--- config.mk ---
export PLATFORM = sky130hd
export DESIGN_NAME = irq_tree_ctrl
export DESIGN_NICKNAME = d
export VERILOG_FILES = /design/src/rtl/itc_pkg.sv /design/src/rtl/itc_line.sv /design/src/rtl/itc_regbus.sv /design/src/rtl/irq_tree_ctrl.sv
export SDC_FILE = /design/constraint.sdc
export NUM_CORES = 2
export LEC_CHECK = 0
export BUFFER_PORTS_ARGS = -buffer_cell sky130_fd_sc_hd__buf_2
export CAP_MARGIN = 20
export CORE_ASPECT_RATIO = 0.7
export CORE_MARGIN = 2
export CORE_UTILIZATION = 56
export CTS_CLUSTER_DIAMETER = 100
export DETAILED_ROUTE_END_ITERATION = 16
export PLACE_DENSITY = 0.8
export SYNTH_ARGS = -nofsm -noshare
export SYNTH_HDL_FRONTEND = slang
export SYNTH_SLANG_ARGS = --single-unit
--- constraint.sdc ---
create_clock -name clk -period 5.7 [get_ports clk]
set_clock_uncertainty 0.1 [all_clocks]
set_input_delay 1.14 -clock clk [delete_from_list [all_inputs] [get_ports clk]]
set_output_delay 1.14 -clock clk [all_outputs]
set_load 0.1 [all_outputs]
--- src/rtl/itc_pkg.sv ---
package itc_pkg;
  localparam int unsigned LINES_PER_BLOCK   = 8;
  localparam int unsigned BLOCKS_PER_MASTER = 8;
  localparam int unsigned MAX_MASTERS       = 4;
  localparam int unsigned PAD_BLOCKS        = MAX_MASTERS * BLOCKS_PER_MASTER;
  localparam int unsigned PAD_LINES         = PAD_BLOCKS * LINES_PER_BLOCK;
  localparam int unsigned SEL_W             = $clog2(PAD_BLOCKS);
  localparam int unsigned LINE_W            = $clog2(PAD_LINES);

  // register offsets relative to the base address
  localparam logic [15:0] OFS_ROOT  = 16'd0;
  localparam logic [15:0] OFS_MSTR0 = 16'd1;
  localparam logic [15:0] OFS_BSEL  = 16'd5;
  localparam logic [15:0] OFS_PEND  = 16'd6;
  localparam logic [15:0] OFS_CMD   = 16'd7;
  localparam logic [15:0] OFS_RAW   = 16'd8;

  // command byte fields
  localparam int unsigned CB_LVL = 0;
  localparam int unsigned CB_MFE = 1;
  localparam int unsigned CB_MRE = 2;
  localparam int unsigned CB_CLR = 3;
  localparam int unsigned CB_IDX = 4;
  localparam int unsigned CB_GO  = 7;

  typedef struct packed {
    logic lvl;
    logic mask_fe;
    logic mask_re;
  } line_cfg_t;

  localparam line_cfg_t CFG_RESET = '{lvl: 1'b0, mask_fe: 1'b1, mask_re: 1'b1};
endpackage

--- src/rtl/itc_line.sv ---
module itc_line
  import itc_pkg::*;
(
  input  logic      clk,
  input  logic      rst_n,
  input  logic      line_i,
  input  logic      cfg_we_i,
  input  line_cfg_t cfg_i,
  input  logic      clr_i,
  output logic      pend_o,
  output logic      level_o
);
  logic      sync1_q, sync2_q, prev_q;
  logic      pend_q;
  line_cfg_t cfg_q;
  logic      rise, fall, active, set_evt;

  always_ff @(posedge clk) begin
    if (!rst_n) begin
      sync1_q <= 1'b0;
      sync2_q <= 1'b0;
      prev_q  <= 1'b0;
    end else begin
      sync1_q <= line_i;
      sync2_q <= sync1_q;
      prev_q  <= sync2_q;
    end
  end

  assign rise    = sync2_q & ~prev_q;
  assign fall    = ~sync2_q & prev_q;
  assign active  = (sync2_q & ~cfg_q.mask_re) | (~sync2_q & ~cfg_q.mask_fe);
  assign set_evt = cfg_q.lvl ? active
                             : ((rise & ~cfg_q.mask_re) | (fall & ~cfg_q.mask_fe));

  always_ff @(posedge clk) begin
    if (!rst_n)        cfg_q <= CFG_RESET;
    else if (cfg_we_i) cfg_q <= cfg_i;
  end

  always_ff @(posedge clk) begin
    if (!rst_n)       pend_q <= 1'b0;
    else if (clr_i)   pend_q <= 1'b0;
    else if (set_evt) pend_q <= 1'b1;
  end

  assign pend_o  = pend_q & ~(cfg_q.mask_re & cfg_q.mask_fe);
  assign level_o = sync2_q;

  // a clear pulse empties the latch at the next edge
  p_clear_empties_r8: assert property (@(posedge clk) disable iff (!rst_n)
    clr_i |=> !pend_q);
  // pending is sticky until cleared
  p_pend_sticky_r8: assert property (@(posedge clk) disable iff (!rst_n)
    (pend_q && !clr_i) |=> pend_q);
  // a fully masked idle line never latches
  p_masked_quiet_r9: assert property (@(posedge clk) disable iff (!rst_n)
    (cfg_q.mask_re && cfg_q.mask_fe && !pend_q) |=> !pend_q);
endmodule

--- src/rtl/itc_regbus.sv ---
module itc_regbus
  import itc_pkg::*;
#(
  parameter logic [15:0] BASE_ADDR = 16'h01BB
) (
  input  logic                          clk,
  input  logic                          rst_n,
  input  logic                          req_valid,
  output logic                          req_ready,
  input  logic                          req_write,
  input  logic [15:0]                   req_addr,
  input  logic [7:0]                    req_wdata,
  output logic                          rsp_valid,
  input  logic                          rsp_ready,
  output logic [7:0]                    rsp_rdata,
  input  logic [7:0]                    root_i,
  input  logic [MAX_MASTERS-1:0][7:0]   mstr_i,
  input  logic [7:0]                    pend_sel_i,
  input  logic [7:0]                    raw_sel_i,
  output logic [SEL_W-1:0]              sel_o,
  output logic                          cmd_we_o,
  output logic [LINE_W-1:0]             cmd_line_o,
  output line_cfg_t                     cmd_cfg_o,
  output logic                          cmd_clr_o
);
  logic [15:0]      ofs;
  logic             acc, wr_acc, rd_acc, wr_sel;
  logic [SEL_W-1:0] sel_q;
  logic [7:0]       rd_mux;

  assign ofs       = req_addr - BASE_ADDR;
  assign req_ready = !rsp_valid || rsp_ready;
  assign acc       = req_valid && req_ready;
  assign wr_acc    = acc && req_write;
  assign rd_acc    = acc && !req_write;
  assign wr_sel    = wr_acc && (ofs == OFS_BSEL);

  always_ff @(posedge clk) begin
    if (!rst_n)      sel_q <= '0;
    else if (wr_sel) sel_q <= req_wdata[SEL_W-1:0];
  end
  assign sel_o = sel_q;

  assign cmd_we_o   = wr_acc && (ofs == OFS_CMD) && req_wdata[CB_GO];
  assign cmd_clr_o  = cmd_we_o && req_wdata[CB_CLR];
  assign cmd_line_o = {sel_q, req_wdata[CB_IDX +: 3]};
  assign cmd_cfg_o  = '{lvl:     req_wdata[CB_LVL],
                        mask_fe: req_wdata[CB_MFE],
                        mask_re: req_wdata[CB_MRE]};

  always_comb begin
    rd_mux = '0;
    if (ofs == OFS_ROOT) rd_mux = root_i;
    for (int m = 0; m < int'(MAX_MASTERS); m++)
      if (ofs == OFS_MSTR0 + 16'(m)) rd_mux = mstr_i[m];
    if (ofs == OFS_BSEL) rd_mux = 8'(sel_q);
    if (ofs == OFS_PEND) rd_mux = pend_sel_i;
    if (ofs == OFS_RAW)  rd_mux = raw_sel_i;
  end

  always_ff @(posedge clk) begin
    if (!rst_n) begin
      rsp_valid <= 1'b0;
      rsp_rdata <= '0;
    end else if (rd_acc) begin
      rsp_valid <= 1'b1;
      rsp_rdata <= rd_mux;
    end else if (rsp_ready) begin
      rsp_valid <= 1'b0;
    end
  end

  // a stalled response keeps its data
  p_rsp_hold_r11: assert property (@(posedge clk) disable iff (!rst_n)
    (rsp_valid && !rsp_ready) |=> (rsp_valid && $stable(rsp_rdata)));
  // block select only moves on a write to its offset
  p_sel_hold_r2: assert property (@(posedge clk) disable iff (!rst_n)
    !wr_sel |=> $stable(sel_q));
endmodule

--- src/rtl/irq_tree_ctrl.sv ---
module irq_tree_ctrl
  import itc_pkg::*;
#(
  parameter int unsigned NUM_LINES = 256,
  parameter logic [15:0] BASE_ADDR = 16'h01BB
) (
  input  logic                 clk,
  input  logic                 rst_n,
  input  logic [NUM_LINES-1:0] irq_lines,
  input  logic                 req_valid,
  output logic                 req_ready,
  input  logic                 req_write,
  input  logic [15:0]          req_addr,
  input  logic [7:0]           req_wdata,
  output logic                 rsp_valid,
  input  logic                 rsp_ready,
  output logic [7:0]           rsp_rdata,
  output logic                 irq_o
);
  localparam int unsigned NUM_BLOCKS  = NUM_LINES / LINES_PER_BLOCK;
  localparam int unsigned NUM_MASTERS =
    (NUM_BLOCKS + BLOCKS_PER_MASTER - 1) / BLOCKS_PER_MASTER;

  logic [PAD_LINES-1:0]              pend_vec, raw_vec;
  logic [PAD_BLOCKS-1:0]             blk_any;
  logic [MAX_MASTERS-1:0][7:0]       mstr;
  logic [7:0]                        root;
  logic [SEL_W-1:0]                  sel;
  logic                              cmd_we, cmd_clr;
  logic [LINE_W-1:0]                 cmd_line;
  line_cfg_t                         cmd_cfg;

  for (genvar g = 0; g < int'(NUM_LINES); g++) begin : g_line
    logic hit;
    assign hit = (cmd_line == LINE_W'(g));
    itc_line u_line (
      .clk      (clk),
      .rst_n    (rst_n),
      .line_i   (irq_lines[g]),
      .cfg_we_i (cmd_we && hit),
      .cfg_i    (cmd_cfg),
      .clr_i    (cmd_clr && hit),
      .pend_o   (pend_vec[g]),
      .level_o  (raw_vec[g])
    );
  end

  if (PAD_LINES > NUM_LINES) begin : g_pad
    assign pend_vec[PAD_LINES-1:NUM_LINES] = '0;
    assign raw_vec[PAD_LINES-1:NUM_LINES]  = '0;
  end

  for (genvar b = 0; b < int'(PAD_BLOCKS); b++) begin : g_blk
    assign blk_any[b] = |pend_vec[b*LINES_PER_BLOCK +: LINES_PER_BLOCK];
  end

  for (genvar m = 0; m < int'(MAX_MASTERS); m++) begin : g_mstr
    assign mstr[m]   = blk_any[m*BLOCKS_PER_MASTER +: BLOCKS_PER_MASTER];
    assign root[m+1] = (m < int'(NUM_MASTERS)) ? |mstr[m] : 1'b0;
  end
  assign root[0]                = 1'b0;
  assign root[7:MAX_MASTERS+1]  = '0;
  assign irq_o                  = |root;

  itc_regbus #(.BASE_ADDR(BASE_ADDR)) u_bus (
    .clk        (clk),
    .rst_n      (rst_n),
    .req_valid  (req_valid),
    .req_ready  (req_ready),
    .req_write  (req_write),
    .req_addr   (req_addr),
    .req_wdata  (req_wdata),
    .rsp_valid  (rsp_valid),
    .rsp_ready  (rsp_ready),
    .rsp_rdata  (rsp_rdata),
    .root_i     (root),
    .mstr_i     (mstr),
    .pend_sel_i (pend_vec[sel*LINES_PER_BLOCK +: LINES_PER_BLOCK]),
    .raw_sel_i  (raw_vec[sel*LINES_PER_BLOCK +: LINES_PER_BLOCK]),
    .sel_o      (sel),
    .cmd_we_o   (cmd_we),
    .cmd_line_o (cmd_line),
    .cmd_cfg_o  (cmd_cfg),
    .cmd_clr_o  (cmd_clr)
  );
endmodule

==> results.sh <==
export IMPL_port_buffers=295
export IMPL_clk_latency_ps=830
export IMPL_synth_compound_area_share_pct=18.6
export IMPL_cts_resized=0
export IMPL_cp_data_arrival_time_ps=4170
export IMPL_cts_clk_slew_worst_paths_ps=60
export IMPL_start_kind="flip-flop"
export IMPL_drv_cap=0
export IMPL_rows=110
export IMPL_syn_inst=7937
export IMPL_drive_gt1_share_pct=10.8
export IMPL_grt_pass1_wl_um=357000
export IMPL_cts_tree="done"
export IMPL_worstMarginPinSlew_ps=1360
export IMPL_track_usage_pct=35.9
export IMPL_yosys_area_share_simple_pct=17.9
export IMPL_via_per_inst=6.20
export IMPL_place_inst=9504
export IMPL_seq_area_frac_synth_pct=49.9
export IMPL_cts_root_buffer="clkbuf_16"
export IMPL_clock_fmax_mhz=185
export IMPL_wire_per_inst_um=25.0
export IMPL_drt_first_iter_violations=9006
export IMPL_syn_area_um2=72500
export IMPL_layout_nets=8226
export IMPL_hold_violations=0
export IMPL_crit_family="simple AND/OR/NAND/NOR gates"
export IMPL_grt_max_degree=186
export IMPL_antenna_found_initial=35
export IMPL_status="complete, no violations"
export IMPL_synth_net_count=8222
export IMPL_path_class="flip-flop to output pin"
export IMPL_gp_congestion=1.01
export IMPL_start_util_pct=56.4
export IMPL_finalCritPeriodShare_pct=94.9
export IMPL_grt_setup_unrepaired="false"
export IMPL_synth_seq_cells=1806
export IMPL_crit_slowest_cell="or4_1"
export IMPL_relSlewSlack_pct=8.64
export IMPL_cts_sinks=1806
export IMPL_avgSynthCellArea_um2=9.13
export IMPL_crit_path_end_kind="output pin"
export IMPL_yosys_warnings=0
export IMPL_crit_required_ps=4460
export IMPL_synthAdderAreaFrac_pct=0
export IMPL_synthXorXnorAreaFrac_pct=3.08
export IMPL_leakage_nw=29.7
export IMPL_route_detailed_drc=0
export IMPL_synth_flop_cell="dfxtp_1"
export IMPL_grt_overflow_total=0
export IMPL_die_h_um=305
export IMPL_setup_viol=0
export IMPL_hold_buffers=0
export IMPL_fin_cells=9815
export IMPL_grt_pass1_vias=55800
export IMPL_setup_tns_ps=0
export IMPL_max_clock_path_buffers=3
export IMPL_drt_total_wl_um=245000
export IMPL_synth_edf_count=0
export IMPL_dr_pass1_iters=7
export IMPL_drtAntennaViolNets=0
export IMPL_async_flop_share_pct=0
export IMPL_htreeDepth=4
export IMPL_p_per_area_nw_per_um2=316
export IMPL_pin_count=296
export IMPL_synth_top_family_by_area="compound AO/OA/AOI/OAI gates"
export IMPL_slowest_delay_ps=610
export IMPL_synthToLayoutAreaGrowth_pct=11.6
export IMPL_maxSlewViolCount=0
export IMPL_vdd_drop_max_uv=301
export IMPL_ys_types=65
export IMPL_cp_max_fo=3
export IMPL_die_area_um2=132000
export IMPL_cts_made_buffers=165
export IMPL_path_cells="a21boi_0, nor4_1, nand4_1, or4_1, nor4_1, buf_4, nand4_1, buf_2"
export IMPL_vias=60900
export IMPL_coreArea_um2=128000
export IMPL_muxShareOfSynthArea_pct=7.25
export IMPL_crit_buf_inv=2
export IMPL_period_needed_ps=5410
export IMPL_hold_path_class="flip-flop to flip-flop"
export IMPL_post_cts_buffers=0
export IMPL_die_w_um=434
export IMPL_hpwl_um=162000
state kept, by name, indices dropped and copies added, names as in the netlist:
signal / cells
g_line.u_line.cfg_q: 768
u_bus.rsp_rdata: 8
u_bus.rsp_valid: 1
u_bus.sel_o: 5
g_line.u_line.sync1_q: 256
g_line.u_line.level_o: 256
g_line.u_line.pend_q: 256
g_line.u_line.prev_q: 256
area by class of cell:
| class | instances | area [µm²] |
|---|---|---|
| Fill cell | 10300 | 47600 |
| Sequential cell | 1806 | 36200 |
| Multi-Input combinational cell | 5529 | 34000 |
| Clock buffer | 236 | 4920 |
| Timing Repair Buffer | 432 | 2810 |
| Tap cell | 1736 | 2170 |
| Clock inverter | 57 | 726 |
| Antenna cell | 12 | 30.0 |
| Inverter | 7 | 26.3 |
power breakdown:
part           total [mW]  internal (mW)  switching (mW)
clock network        11.6           6.61            4.99
registers            13.0           12.8           0.215
logic               0.903          0.351           0.552
total                25.6           19.8            5.76
Yosys cell counts, drive strengths merged, types with 28 or more instances:
cell,number,area [µm²]
nor2,306,1220
clkbuf,499,1870
buf,96,509
a21oi,302,1520
nor4,44,275
a21boi,490,3680
o21ai,1043,5220
xor2,255,2230
nand2,915,3460
a22oi,28,210
dfxtp,1806,36200
mux4,106,2390
o21a,258,1940
and2,772,4830
mux2i,282,2820
nand3,537,2690
layout by cell type, fill, tap and decap left out, types with 13 or more instances in the layout:
cell type	n
a2111oi_0	20
a21boi_0	466
a21boi_1	24
a21oi_1	301
a22oi_1	28
a31oi_1	14
and2_1	772
buf_12	22
buf_2	294
buf_4	110
bufinv_16	13
clkbuf_1	23
clkbuf_16	169
clkbuf_8	47
clkinv_2	22
dfxtp_1	1803
mux2i_1	282
mux4_2	106
nand2_1	895
nand2_2	20
nand3_1	537
nor2_1	287
nor4_1	43
o21a_1	258
o21ai_0	1043
o22ai_1	19
xor2_1	255
final timing paths:
path	start	endpoint	slack (ps)	cells past startpoint
worst max-delay path	g_line[1].u_line.cfg_q[0]$_SDFFE_PN1P_	irq_o	290	8
worst min-delay path	g_line[176].u_line.sync1_q$_SDFF_PN0_	g_line[176].u_line.level_o$_SDFF_PN0_	310	1
worst max register to register	u_bus.sel_o[0]$_SDFFE_PN0P_	u_bus.rsp_rdata[3]$_SDFFE_PN0P_	1910	9
worst min register to register	g_line[176].u_line.sync1_q$_SDFF_PN0_	g_line[176].u_line.level_o$_SDFF_PN0_	310	1
per-stage QoR:
step	setup slack [ps]	hold WS (ps)	utilization [%]	total power [mW]	instance area, µm²
floorplan	1740	312	-	13.8	72500
global placement	1170	318	58.5	14.2	75100
detailed placement	1110	317	58.5	14.2	75100
CTS	476	328	62.9	25.6	80700
global route	353	336	62.9	26.2	80800
finish	289	314	62.9	25.6	80800
routing by layer:
metal	vias up	track usage (%)	share of wire, %
met2	3844	49.9	40
met1	28900	48.9	39
li1	27300	-	-
met4	18	17.6	5.5
met5	-	0.801	0.10
met3	760	13.1	15
cell families (layout without fill, tap and decap cells):
logic type      count (synthesis)  count (layout)
simple gates                 2647            2647
compound gates               2235            2235
flops                        1806            1806
buf+inv                       602             732
mux                           392             392
xor+xnor                      255             255
other cells                     0              12
Power figures use the tool's default switching activity.
